## src/rtl/usb_irq_pkg.sv

```systemverilog
package usb_irq_pkg;
  localparam int unsigned AW = 8;
  localparam int unsigned DW = 32;
  localparam int unsigned CORE_EVT_W = 8;
  localparam int unsigned CORE_LSB = 16;
  localparam int unsigned VBUS_BIT = CORE_LSB + CORE_EVT_W;

  localparam logic [AW-1:0] OFF_REV  = 8'h00;
  localparam logic [AW-1:0] OFF_CTRL = 8'h04;
  localparam logic [AW-1:0] OFF_STAT = 8'h08;
  localparam logic [AW-1:0] OFF_EOI  = 8'h60;
  localparam logic [AW-1:0] EP_BASE  = 8'h20;
  localparam logic [AW-1:0] CORE_BASE = 8'h40;

  // offsets inside a group
  localparam logic [AW-1:0] G_SRC   = 8'h00;
  localparam logic [AW-1:0] G_SET   = 8'h04;
  localparam logic [AW-1:0] G_CLR   = 8'h08;
  localparam logic [AW-1:0] G_MASK  = 8'h0C;
  localparam logic [AW-1:0] G_MSET  = 8'h10;
  localparam logic [AW-1:0] G_MCLR  = 8'h14;
  localparam logic [AW-1:0] G_MSKD  = 8'h18;

  localparam logic [DW-1:0] EP_VALID   = 32'hFFFE_FFFF;
  localparam logic [DW-1:0] CORE_VALID = ((32'h1 << (CORE_EVT_W + 1)) - 32'h1) << CORE_LSB;

  typedef struct packed {
    logic set;
    logic clr;
    logic mset;
    logic mclr;
  } grp_wr_t;
endpackage

```

## src/rtl/usb_irq_vbus_sync.sv

```systemverilog
module usb_irq_vbus_sync #(
  parameter int unsigned STAGES = 2
) (
  input  logic clk_i,
  input  logic rst_ni,
  input  logic vbus_i,
  output logic level_o,
  output logic edge_o
);
  logic [STAGES-1:0] sync_q;
  logic prev_q;

  always_ff @(posedge clk_i or negedge rst_ni) begin
    if (!rst_ni) begin
      sync_q <= '0;
      prev_q <= 1'b0;
    end else begin
      sync_q <= {sync_q[STAGES-2:0], vbus_i};
      prev_q <= sync_q[STAGES-1];
    end
  end

  assign level_o = sync_q[STAGES-1];
  assign edge_o  = level_o ^ prev_q;
endmodule

```

## src/rtl/usb_irq_group.sv

```systemverilog
module usb_irq_group
  import usb_irq_pkg::*;
#(
  parameter logic [DW-1:0] VALID = EP_VALID
) (
  input  logic          clk_i,
  input  logic          rst_ni,
  input  logic          srst_i,
  input  grp_wr_t       wr_i,
  input  logic [DW-1:0] wdata_i,
  input  logic [DW-1:0] evt_i,
  output logic [DW-1:0] src_o,
  output logic [DW-1:0] mask_o,
  output logic [DW-1:0] masked_o
);
  logic [DW-1:0] src_q, src_d, mask_q, mask_d;

  always_comb begin
    src_d = src_q;
    if (wr_i.set) src_d = src_d | wdata_i;
    if (wr_i.clr) src_d = src_d & ~wdata_i;
    src_d = (src_d | evt_i) & VALID;  // event beats a same-cycle clear
    if (srst_i) src_d = '0;
    mask_d = mask_q;
    if (wr_i.mset) mask_d = mask_d | wdata_i;
    if (wr_i.mclr) mask_d = mask_d & ~wdata_i;
    mask_d = mask_d & VALID;
    if (srst_i) mask_d = '0;
  end

  always_ff @(posedge clk_i or negedge rst_ni) begin
    if (!rst_ni) begin
      src_q  <= '0;
      mask_q <= '0;
    end else begin
      src_q  <= src_d;
      mask_q <= mask_d;
    end
  end

  assign src_o    = src_q;
  assign mask_o   = mask_q;
  assign masked_o = src_q & mask_q;

  p_evt_wins_r8: assert property (@(posedge clk_i) disable iff (!rst_ni)
    (!srst_i && |(evt_i & VALID)) |=> ((src_q & $past(evt_i & VALID)) == $past(evt_i & VALID)));

  p_clr_takes_r5: assert property (@(posedge clk_i) disable iff (!rst_ni)
    (wr_i.clr && !wr_i.set && evt_i == '0) |=> ((src_q & $past(wdata_i)) == '0));

  p_mset_takes_r6: assert property (@(posedge clk_i) disable iff (!rst_ni)
    (wr_i.mset && !wr_i.mclr && !srst_i) |=> ((mask_q & $past(wdata_i & VALID)) == $past(wdata_i & VALID)));
endmodule

```

## src/rtl/usb_irq_wrap.sv

```systemverilog
module usb_irq_wrap
  import usb_irq_pkg::*;
#(
  parameter logic [DW-1:0] REV_ID = 32'h0002_0100
) (
  input  logic          clk_i,
  input  logic          rst_ni,
  input  logic          wr_i,
  input  logic [AW-1:0] addr_i,
  input  logic [DW-1:0] wdata_i,
  output logic [DW-1:0] rdata_o,
  input  logic [DW-1:0] ep_evt_i,
  input  logic [CORE_EVT_W-1:0] core_evt_i,
  input  logic          vbus_drv_i,
  output logic          irq_o
);
  localparam int unsigned NGRP = 2;

  logic vbus_lvl, vbus_edge;
  logic srst, eoi_wr, ctrl_q, hold_q;
  grp_wr_t       gwr    [NGRP];
  logic [DW-1:0] gevt   [NGRP];
  logic [DW-1:0] gsrc   [NGRP];
  logic [DW-1:0] gmask  [NGRP];
  logic [DW-1:0] gmskd  [NGRP];

  usb_irq_vbus_sync #(.STAGES(2)) u_vbus (
    .clk_i  (clk_i),
    .rst_ni (rst_ni),
    .vbus_i (vbus_drv_i),
    .level_o(vbus_lvl),
    .edge_o (vbus_edge)
  );

  assign gevt[0] = ep_evt_i;
  assign gevt[1] = {{(DW-VBUS_BIT-1){1'b0}}, vbus_edge, core_evt_i, {CORE_LSB{1'b0}}};

  assign srst   = wr_i && (addr_i == OFF_CTRL) && wdata_i[0];
  assign eoi_wr = wr_i && (addr_i == OFF_EOI);

  for (genvar g = 0; g < NGRP; g++) begin : g_grp
    localparam logic [AW-1:0] BASE = (g == 0) ? EP_BASE : CORE_BASE;
    localparam logic [DW-1:0] VLD  = (g == 0) ? EP_VALID : CORE_VALID;
    assign gwr[g].set  = wr_i && (addr_i == BASE + G_SET);
    assign gwr[g].clr  = wr_i && (addr_i == BASE + G_CLR);
    assign gwr[g].mset = wr_i && (addr_i == BASE + G_MSET);
    assign gwr[g].mclr = wr_i && (addr_i == BASE + G_MCLR);

    usb_irq_group #(.VALID(VLD)) u_grp (
      .clk_i   (clk_i),
      .rst_ni  (rst_ni),
      .srst_i  (srst),
      .wr_i    (gwr[g]),
      .wdata_i (wdata_i),
      .evt_i   (gevt[g]),
      .src_o   (gsrc[g]),
      .mask_o  (gmask[g]),
      .masked_o(gmskd[g])
    );
  end

  assign irq_o = ((|gmskd[0]) || (|gmskd[1])) && !hold_q;

  always_ff @(posedge clk_i or negedge rst_ni) begin
    if (!rst_ni) begin
      ctrl_q <= 1'b0;
      hold_q <= 1'b0;
    end else begin
      ctrl_q <= srst;
      if (srst || eoi_wr) hold_q <= 1'b0;
      else if (irq_o)     hold_q <= 1'b1;
    end
  end

  always_comb begin
    rdata_o = '0;
    unique case (addr_i)
      OFF_REV:               rdata_o = REV_ID;
      OFF_CTRL:              rdata_o = {{(DW-1){1'b0}}, ctrl_q};
      OFF_STAT:              rdata_o = {{(DW-1){1'b0}}, vbus_lvl};
      EP_BASE + G_SRC:       rdata_o = gsrc[0];
      EP_BASE + G_MASK:      rdata_o = gmask[0];
      EP_BASE + G_MSKD:      rdata_o = gmskd[0];
      CORE_BASE + G_SRC:     rdata_o = gsrc[1];
      CORE_BASE + G_MASK:    rdata_o = gmask[1];
      CORE_BASE + G_MSKD:    rdata_o = gmskd[1];
      default:               rdata_o = '0;
    endcase
  end

  p_irq_one_pulse_r9: assert property (@(posedge clk_i) disable iff (!rst_ni)
    (irq_o && !eoi_wr && !srst) |=> !irq_o);

  p_hold_quiet_r9: assert property (@(posedge clk_i) disable iff (!rst_ni)
    (!irq_o && hold_q && !eoi_wr && !srst) |=> !irq_o);

  p_srst_empty_r10: assert property (@(posedge clk_i) disable iff (!rst_ni)
    srst |=> (gsrc[0] == '0 && gsrc[1] == '0 && gmask[0] == '0 && gmask[1] == '0 && !irq_o));

  p_vbus_event_r12: assert property (@(posedge clk_i) disable iff (!rst_ni)
    (vbus_edge && !srst) |=> gsrc[1][VBUS_BIT]);
endmodule

```

## config.mk

```make
export PLATFORM = sky130hd
export DESIGN_NAME = usb_irq_wrap
export DESIGN_NICKNAME = d
export VERILOG_FILES = /design/src/rtl/usb_irq_pkg.sv /design/src/rtl/usb_irq_vbus_sync.sv /design/src/rtl/usb_irq_group.sv /design/src/rtl/usb_irq_wrap.sv
export SDC_FILE = /design/constraint.sdc
export NUM_CORES = 1
export LEC_CHECK = 0
export ABC_CLOCK_PERIOD_IN_PS = 2200
export BUFFER_PORTS_ARGS = -buffer_cell sky130_fd_sc_hd__buf_2
export CORE_ASPECT_RATIO = 0.9
export CORE_MARGIN = 3
export CORE_UTILIZATION = 45
export DETAILED_ROUTE_END_ITERATION = 12
export GPL_ROUTABILITY_DRIVEN = 0
export PLACE_DENSITY_LB_ADDON = 0.3
export SKIP_CTS_REPAIR_TIMING = 1
export SYNTH_ARGS = -nofsm -noshare
export SYNTH_HDL_FRONTEND = slang
export SYNTH_SLANG_ARGS = --single-unit
```

## constraint.sdc

```tcl
create_clock -name clk_i -period 2.2 [get_ports clk_i]
set_input_delay 0.11 -clock clk_i [delete_from_list [all_inputs] [get_ports clk_i]]
set_output_delay 0.11 -clock clk_i [all_outputs]
set_load 0.1 [all_outputs]
```

## Word-level counts from Yosys, hierarchy flattened

Cells that the tools add are included.

- Output and inout port bits: 33
- Bits in latches: 0
- Word-level logic and storage cells: 73
- Input port bits: 84
- Register bits after elaboration: 119
- Memory bits (writable): 0
- Memory bits (read-only): 0
- Memories kept: 0

- Multiply operators: 0
- Mux-type cells: 15
- Shift operators: 0
- $add $sub $neg: 0
- Divide/modulo/power cells: 0
- Bitwise gates (word level): 14
- Equal/unequal tests: 17
- Reduce and logical (&&, ||, !) cells: 19
- Magnitude comparators: 0

Operator list:

| operator | number |
|---|---|
| 32-bit case mux with 9 select lines | 1 |
| 32-bit two-way mux | 6 |
| 25-bit two-way mux | 6 |
| 32-bit bitwise AND | 3 |
| 32-bit OR | 3 |
| 25-bit bitwise AND | 3 |
| 25-bit OR | 3 |
| 8-bit by 7-bit == test with 1-bit output (second input constant) | 8 |
| 32-bit OR reduction | 2 |
| 8-bit by 6-bit == test with 1-bit output (second input constant) | 7 |
| 32-bit inverter | 1 |
| 1-bit logical AND | 12 |
| 8-bit by 3-bit == test with 1-bit output (second input constant) | 1 |
| 8-bit by 4-bit == test with 1-bit output (second input constant) | 1 |
| 8-bit zero test | 1 |
| 1-bit logical OR | 2 |
| 1-bit two-way mux | 2 |
| 2-bit nonzero test | 1 |
| 1-bit zero test | 1 |
| 1-bit XOR | 1 |

## Longest topological paths before layout

Gate-level depths: netlist of run 1.

- Depth in word-level cells: 7
- Gate-level depth with buffers: 6
- Depth with buffers taken out: 5

## Cells and area by module

A second synthesis of run 1 with hierarchy kept.

- Cell total of the unflattened synthesis: 664
- Area total of the unflattened synthesis: 6107.1 µm²

By module, submodules not included:

| module | seq. area each (µm²) | instances | area each (µm²) | cells an instance |
|---|---|---|---|---|
| usb_irq_group (g_grp[0].u_grp) | 1551.5 | 1 | 2882.8 | 271 |
| usb_irq_wrap | 50.0 | 1 | 1755.4 | 241 |
| usb_irq_group (g_grp[1].u_grp) | 450.4 | 1 | 1385.1 | 148 |
| usb_irq_vbus_sync | 75.1 | 1 | 83.8 | 4 |

## Least setup slack after synthesis of run 1

Ideal clock, no wire load.

- Path type: input to output
- From: input addr_i[7]
- To: output rdata_o[19]
- Path slack: -1252 ps
- Stages: 5
- Arrival time: 3342 ps
- Required time: 2090 ps
- Cell sequence: or4b_1 > buf_2 > nor4_4 > a21oi_1 > o21ai_0

- Longest elaborated chain between the ends: 2
- Elaborated cells on any way between the ends: 10
- Classes of those cells: eq/ne (8); mux (1); reduce/logical (1)

Ends and longest elaborated chain:

| what | line | RTL |
|---|---|---|
| start: declaration | usb_irq_wrap.sv:9 | `input logic [AW-1:0] addr_i,` |
| 8-bit by 7-bit == test with 1-bit output, or another cell as far along | usb_irq_wrap.sv:77 | `unique case (addr_i)` |
| 32-bit case mux with 9 select lines * | usb_irq_wrap.sv:77 |  |
| end: declaration | usb_irq_wrap.sv:11 | `output logic [DW-1:0] rdata_o,` |

Every way passes the cells marked *; elsewhere a longest branch is shown, timed or not.

## Worst setup path in the final report of run 1

- From: register g_grp[0].u_grp.mask_q[7]
- To: output irq_o

- Longest elaborated chain between the ends: 4

Ends and longest elaborated chain:

| what | line | RTL |
|---|---|---|
| start: declaration | usb_irq_group.sv:16 | `logic [DW-1:0] src_q, src_d, mask_q, mask_d;` |
| start signal: assignment | usb_irq_group.sv:37 | `mask_q <= mask_d;` |
| 32-bit bitwise AND | usb_irq_group.sv:43 | `assign masked_o = src_q & mask_q;` |
| 32-bit OR reduction | usb_irq_wrap.sv:62 | `assign irq_o = ((\|gmskd[0]) \|\| (\|gmskd[1])) && !hold_q;` |
| 1-bit logical OR | usb_irq_wrap.sv:62 |  |
| 1-bit logical AND | usb_irq_wrap.sv:62 |  |
| end: declaration | usb_irq_wrap.sv:15 | `output logic irq_o` |

No other way between the ends.

==> results.toml, run 1 <==
[global_routing]
antenna_found_initial = 0
grtUsageTotal = 0.271
grt_overflow = 0
grt_pass1_vias = 4835
grt_start_max_net_pins = 47
grt_pass1_wl_mm = 24.7

[sta]
hold_ws_ps = -10.1
drv_slew = 0
setup_ws_ps = -86.5
max_freq_mhz = 437
final-hold-violation-count = 17
fin_setup_tns_ps = -86.5
final-setup-viol-count = 1
min_period_ps = 2290
fin_crit_sh = 1.04
relSlewSlack = 0.584
clock_skew_ps = 5.03
rsz0062_at_grt = "yes"
worst_slew_pin_slew_ps = 619

[floorplan]
die-area_mm2 = 0.0116
core_area_mm2 = 0.00987
start_util = 0.471
ios = 117
dieHeight_um = 102
fp-row-count = 34
die_width_um = 113

[layout]
antenna-diode-count = 0
nets = 695
fin_util = 0.660
seqCellArea_mm2 = 0.00213
syn2layout_area_growth_pct = 40.2
fillers = 808
layout-drive-gt1-share = 0.302
multi_input_area_mm2 = 0.00239

[synthesis]
avgSynthCellArea_um2 = 9.74
ys.flop_type = "dfrtp_1"
synth-edff-count = 0
yosysUniqueCellTypes = 41
synth_top_area_frac = 0.458
syn_area_mm2 = 0.00465
yosysMostFrequentCell = "a21oi_1"
netlist_top_cells_area = "dfrtp_1 (46%), a21oi_1 (14%), a211oi_1 (6.5%), o21a_1 (6.3%), a21o_1 (5.5%)"
synth-seq-cells = 85
syn_inst = 477
synthArstFlopShare = 1.00
ys_seq_area_frac = 0.458
syn-num-nets = 561
yosys_warnings = 0
synth_top_area_cell = "dfrtp_1"
synthTopCellsByCount = "a21oi_1 (127), dfrtp_1 (85), a211oi_1 (40), o21a_1 (39), a21o_1 (34)"

[detailed_routing]
drt_iter0_drc = 438
wl_mm = 15.7
drt-pass1-iter-count = 7
drc = 0
via_per_inst = 6.36
vias = 4701
wl_per_cell_um = 21.2
ant_nets = 0

[pwr]
p_comb_frac = 0.113
power_density_mw_per_mm2 = 544
vdd_drop_max_uv = 286
clkPwrFrac = 0.423
p_int_w = 0.00271
seqPwrFrac = 0.465
p_leak_nw = 2.84
switching_share = 0.236
p_switching_w = 0.000834

[critical_path]
crit_type = "reg -> out"
crit_arrival_ps = 2180
critPathRequiredTime_ps = 2090
reg2reg_slack_ps = 280
end_kind = "primary output"
startpoint = "g_grp[0].u_grp.mask_o[7]"
path_max_fanout = 2
cp-start-kind = "flop"
timing.rr.start = "g_grp[0].u_grp.mask_o[7]"

[clock_tree]
clock_latency_ps = 330
cts.clk_slew.worst_paths_ps = 60
tritoncts = "yes"
cts_buffers = 9
root_buffer = "clkbuf_16"
cts_num_sinks = 85
clock_path_buffers = 2
htreeDepth = 3

[min_path]
hold_class = "in -> reg"
min-delay-start = "ep_evt_i[30]"

[run_status]
violations = "hold timing, setup timing"
status = "finished with violations"

[placement]
dp_slack_ps = -106
hpwlAfterDp_mm = 10.7
port_buffers = 115

[flow_run]
maxCapViolations = 0
==> cell usage in the layout (no fill, tap or decap), types with 2 or more instances in the layout <==
cell           Yosys  routed
nand4_1            3       3
o21a_1            39      39
a211oi_1          40      40
nand2_1            5       5
nor2_1            10       5
buf_12             0      38
dfrtp_1           85      85
a22o_1            28      28
inv_1              7       7
dlygate4sd3_1      0      15
a222oi_1           6       6
a221oi_2           0       3
o21ai_2            0       7
clkbuf_16          0       9
nor3_4             1       2
nand4bb_1          2       2
nor4_1             2       2
a221oi_1           6       3
or4b_1             2       2
nor4_4             1       2
clkbuf_8           0       2
buf_2             28      81
nand3_1            2       2
a21o_1            34      34
nor2_2             2       7
a221o_1            2       2
a21oi_1          127     127
buf_4              1      27
a22oi_1           11      11
==> state kept, by name, indices dropped and copies added, names as in the netlist <==
register / cells
g_grp.u_grp.src_o: 40
hold_q: 1
u_vbus.sync_q: 2
g_grp.u_grp.mask_o: 40
ctrl_q: 1
u_vbus.prev_q: 1
==> power groups by stage <==
stage / clock [W] / sequential (W) / combinational (W)
finish: 0.00150 / 0.00165 / 0.000399
detailed placement: 0 / 0.00167 / 0.000362
floorplan: 0 / 0.00166 / 0.000157
global route: 0.00158 / 0.00165 / 0.000432
global placement: 0 / 0.00167 / 0.000352
CTS: 0.00151 / 0.00164 / 0.000364
==> worst max-delay path, cell delays in order, from the launching register on <==
cell and delay [ps]:
dfrtp_1 380, a22o_1 240, a221oi_2 200, buf_4 160
nand4_1 80, or4_4 460, nor2b_4 160, buf_12 160
==> area by class of cell <==
class                      instances  area share
multi-input combinational        346       0.367
clock buffer                      11      0.0388
sequential                        85       0.327
clock inverter                     2     0.00538
tap                              126      0.0242
timing repair buffer             161       0.233
inverter                           8     0.00461
==> stage by stage <==
| stage | cell area [um^2] | std cells | hold WS (ps) | total power [W] |
|---|---|---|---|---|
| floorplan | 4670 | 477 | -186 | 0.00182 |
| global placement | 6030 | 711 | 130 | 0.00202 |
| detailed placement | 6030 | 711 | 136 | 0.00203 |
| CTS | 6320 | 724 | -220 | 0.00352 |
| global route | 6510 | 739 | 1.58 | 0.00366 |
| finish | 6510 | 739 | -10.1 | 0.00354 |
==> routing by layer <==
layer / global-route usage / vias up / wire length [um]
li1: - / 2142 / -
met1: 0.356 / 2277 / 6310
met2: 0.444 / 249 / 7560
met3: 0.0634 / 33 / 1500
met4: 0.0961 / 0 / 314
met5: 0 / - / 0
==> cell families (layout without fill, tap and decap cells) <==
family / Yosys count / after routing / share of synthesized area
and+or+nand+nor: 42 / 42 / 0.0633
buffers and inverters: 46 / 182 / 0.0455
AOI/OAI and AO/OA: 303 / 303 / 0.431
DFF: 85 / 85 / 0.458
xor gates and xnor gates: 1 / 1 / 0.00189
==> path summary, 6_finish.rpt <==
path | endpoint | cells past startpoint
setup / recovery | irq_o | 7
hold / removal | g_grp[0].u_grp.src_o[30] | 2
setup reg to reg | hold_q | 6
hold reg to reg | u_vbus.sync_q[1] | 0
max in group asynchronous | g_grp[0].u_grp.mask_o[12] | 3
min in group asynchronous | u_vbus.sync_q[0] | 2
Power figures use the tool's default switching activity.
==> run 2, diff against run 1 <==
- CORE_UTILIZATION: 45 -> 50
- SKIP_CTS_REPAIR_TIMING: 1 -> default
- SLEW_MARGIN: default -> 5
==> run 2 against run 1 <==
  * The run ends with setup timing left
  * Final cell count is 6.6% higher
  * Count of clock-buffer cells in the layout decreased by 1
  * Clock power is 27% lower
  * Sequential cell count unchanged
  * Sequential power about the same
  * Routed wire length up 6.8%
  * Largest cell class unchanged
  * Highest routed layer is now met5
==> results.toml, run 2 (same netlist as run 1, synthesis figures left out) <==
[floorplan]
core_area_mm2 = 0.00881
die_width_um = 108
die-area_mm2 = 0.0105
start_util = 0.527
dieHeight_um = 97.4
ios = 117
fp-row-count = 32

[layout]
layout_commonest_cell = "a21oi_1"
syn2layout_area_growth_pct = 48.5
mostFrequentLayoutCells = "a21oi_1 (127), dfrtp_1 (85), buf_2 (81)"
layout-drive-gt1-share = 0.286
antenna-diode-count = 0
fin_util = 0.783
fillers = 547
nets = 749

[clock_tree]
cts_num_sinks = 85
clock_latency_ps = 360
cts.clk_slew.worst_paths_ps = 90
root_buffer = "clkbuf_8"
tritoncts = "yes"
htreeDepth = 3
cts_buffers = 9
clock_path_buffers = 2

[min_path]
hold_class = "in -> reg"
min-delay-start = "wdata_i[18]"
min_delay_path_depth = 2
hold_end = "g_grp[0].u_grp.mask_o[18]"

[critical_path]
cp-start-kind = "flop"
path_max_fanout = 2
reg2reg_slack_ps = 220
crit_arrival_ps = 2270
r2r_end = "hold_q"
timing.rr.start = "g_grp[0].u_grp.src_o[7]"
crit_type = "reg -> out"
critPathRequiredTime_ps = 2090
end_kind = "primary output"
r2r.worst_path.cells = 6

[pwr]
power_density_mw_per_mm2 = 466
p_leak_nw = 3.01
vdd_drop_max_uv = 296

[sta]
clock_skew_ps = 10.5
final-hold-violation-count = 0
max_freq_mhz = 421
relSlewSlack = 0.628
rsz0062_at_grt = "yes"
min_period_ps = 2380
drv_slew = 0
fin_crit_sh = 1.08
worst_slew_pin_slew_ps = 558
setup_ws_ps = -177
final-setup-viol-count = 1

[global_routing]
grt_pass1_wl_mm = 27.0
grt_overflow = 0
grt_pass1_vias = 5096
grt_start_max_net_pins = 42
grtUsageTotal = 0.328
antenna_found_initial = 1

[placement]
dp_slack_ps = -135
port_buffers = 115
hpwlAfterDp_mm = 10.9

[run_status]
status = "finished with violations"
violations = "setup timing"

[detailed_routing]
wl_mm = 16.7
vias = 5129
wl_per_cell_um = 21.2
drt-pass1-iter-count = 6
drt_iter0_drc = 635
via_per_inst = 6.51
drc = 0
ant_nets = 0

[flow_run]
maxCapViolations = 0
-- run 2: cell type report --
| type | instances | area (um^2) | area share |
|---|---|---|---|
| Inverter | 8 | 30.0 | 0.00435 |
| Sequential cell | 85 | 2130 | 0.308 |
| Timing Repair Buffer | 215 | 2020 | 0.293 |
| Multi-Input combinational cell | 346 | 2380 | 0.346 |
| Tap cell | 119 | 149 | 0.0216 |
| Clock inverter | 5 | 61.3 | 0.00889 |
| Clock buffer | 10 | 128 | 0.0185 |
-- run 2: worst max-delay path, cell delays in order, from the launching register on --
cell,delay [ps]
dfrtp_1,380
a22o_1,250
a221oi_2,220
buf_4,160
nand4_1,90
or4_4,480
nor2b_4,160
buf_12,160
-- run 2: layer usage --
layer,share of wire,GRT usage,routed length [um]
met1,0.38,0.436,6290
met2,0.48,0.529,8000
met3,0.11,0.0804,1880
met4,0.034,0.101,570
met5,0.00060,0,10
-- run 2: worst max path at each step --
| stage | from | end | cells after the start |
|---|---|---|---|
| 2_1_floorplan | addr_i[7] | rdata_o[19] | 5 |
| 3_3_place_gp | g_grp[0].u_grp.mask_o[7] | irq_o | 7 |
| 3_5_place_dp | g_grp[0].u_grp.mask_o[7] | irq_o | 7 |
| 4_1_cts | g_grp[0].u_grp.src_o[7] | irq_o | 7 |
| 5_1_grt | g_grp[0].u_grp.src_o[7] | irq_o | 7 |
| 6_report | g_grp[0].u_grp.src_o[7] | irq_o | 7 |
-- run 2: where the power goes --
| group | leakage, nW | switching (W) | internal, W |
|---|---|---|---|
| clock network | 0.0967 | 0.000572 | 0.000525 |
| logic | 1.96 | 0.000237 | 0.000236 |
| registers | 0.960 | 0.0000409 | 0.00160 |
-- run 2: metrics by stage --
step	std cells	area [um^2]	power, W	setup TNS (ps)	hold WS, ps
after floorplan	477	4670	0.00182	0	-186
after global placement	709	6040	0.00202	-111	133
after detailed placement	709	6040	0.00203	-135	130
after CTS	788	6900	0.00321	-161	10.5
after global routing	788	6900	0.00333	-260	26.9
final	788	6900	0.00321	-177	36.8
-- run 2: what timing repair did --
action	CTS	global route
pin swaps	2	0
endpoints found under the hold margin	101	0
gates resized for setup	8	0
hold buffers	63	0
endpoints found under the setup margin	2	1
buffers inserted	1	0
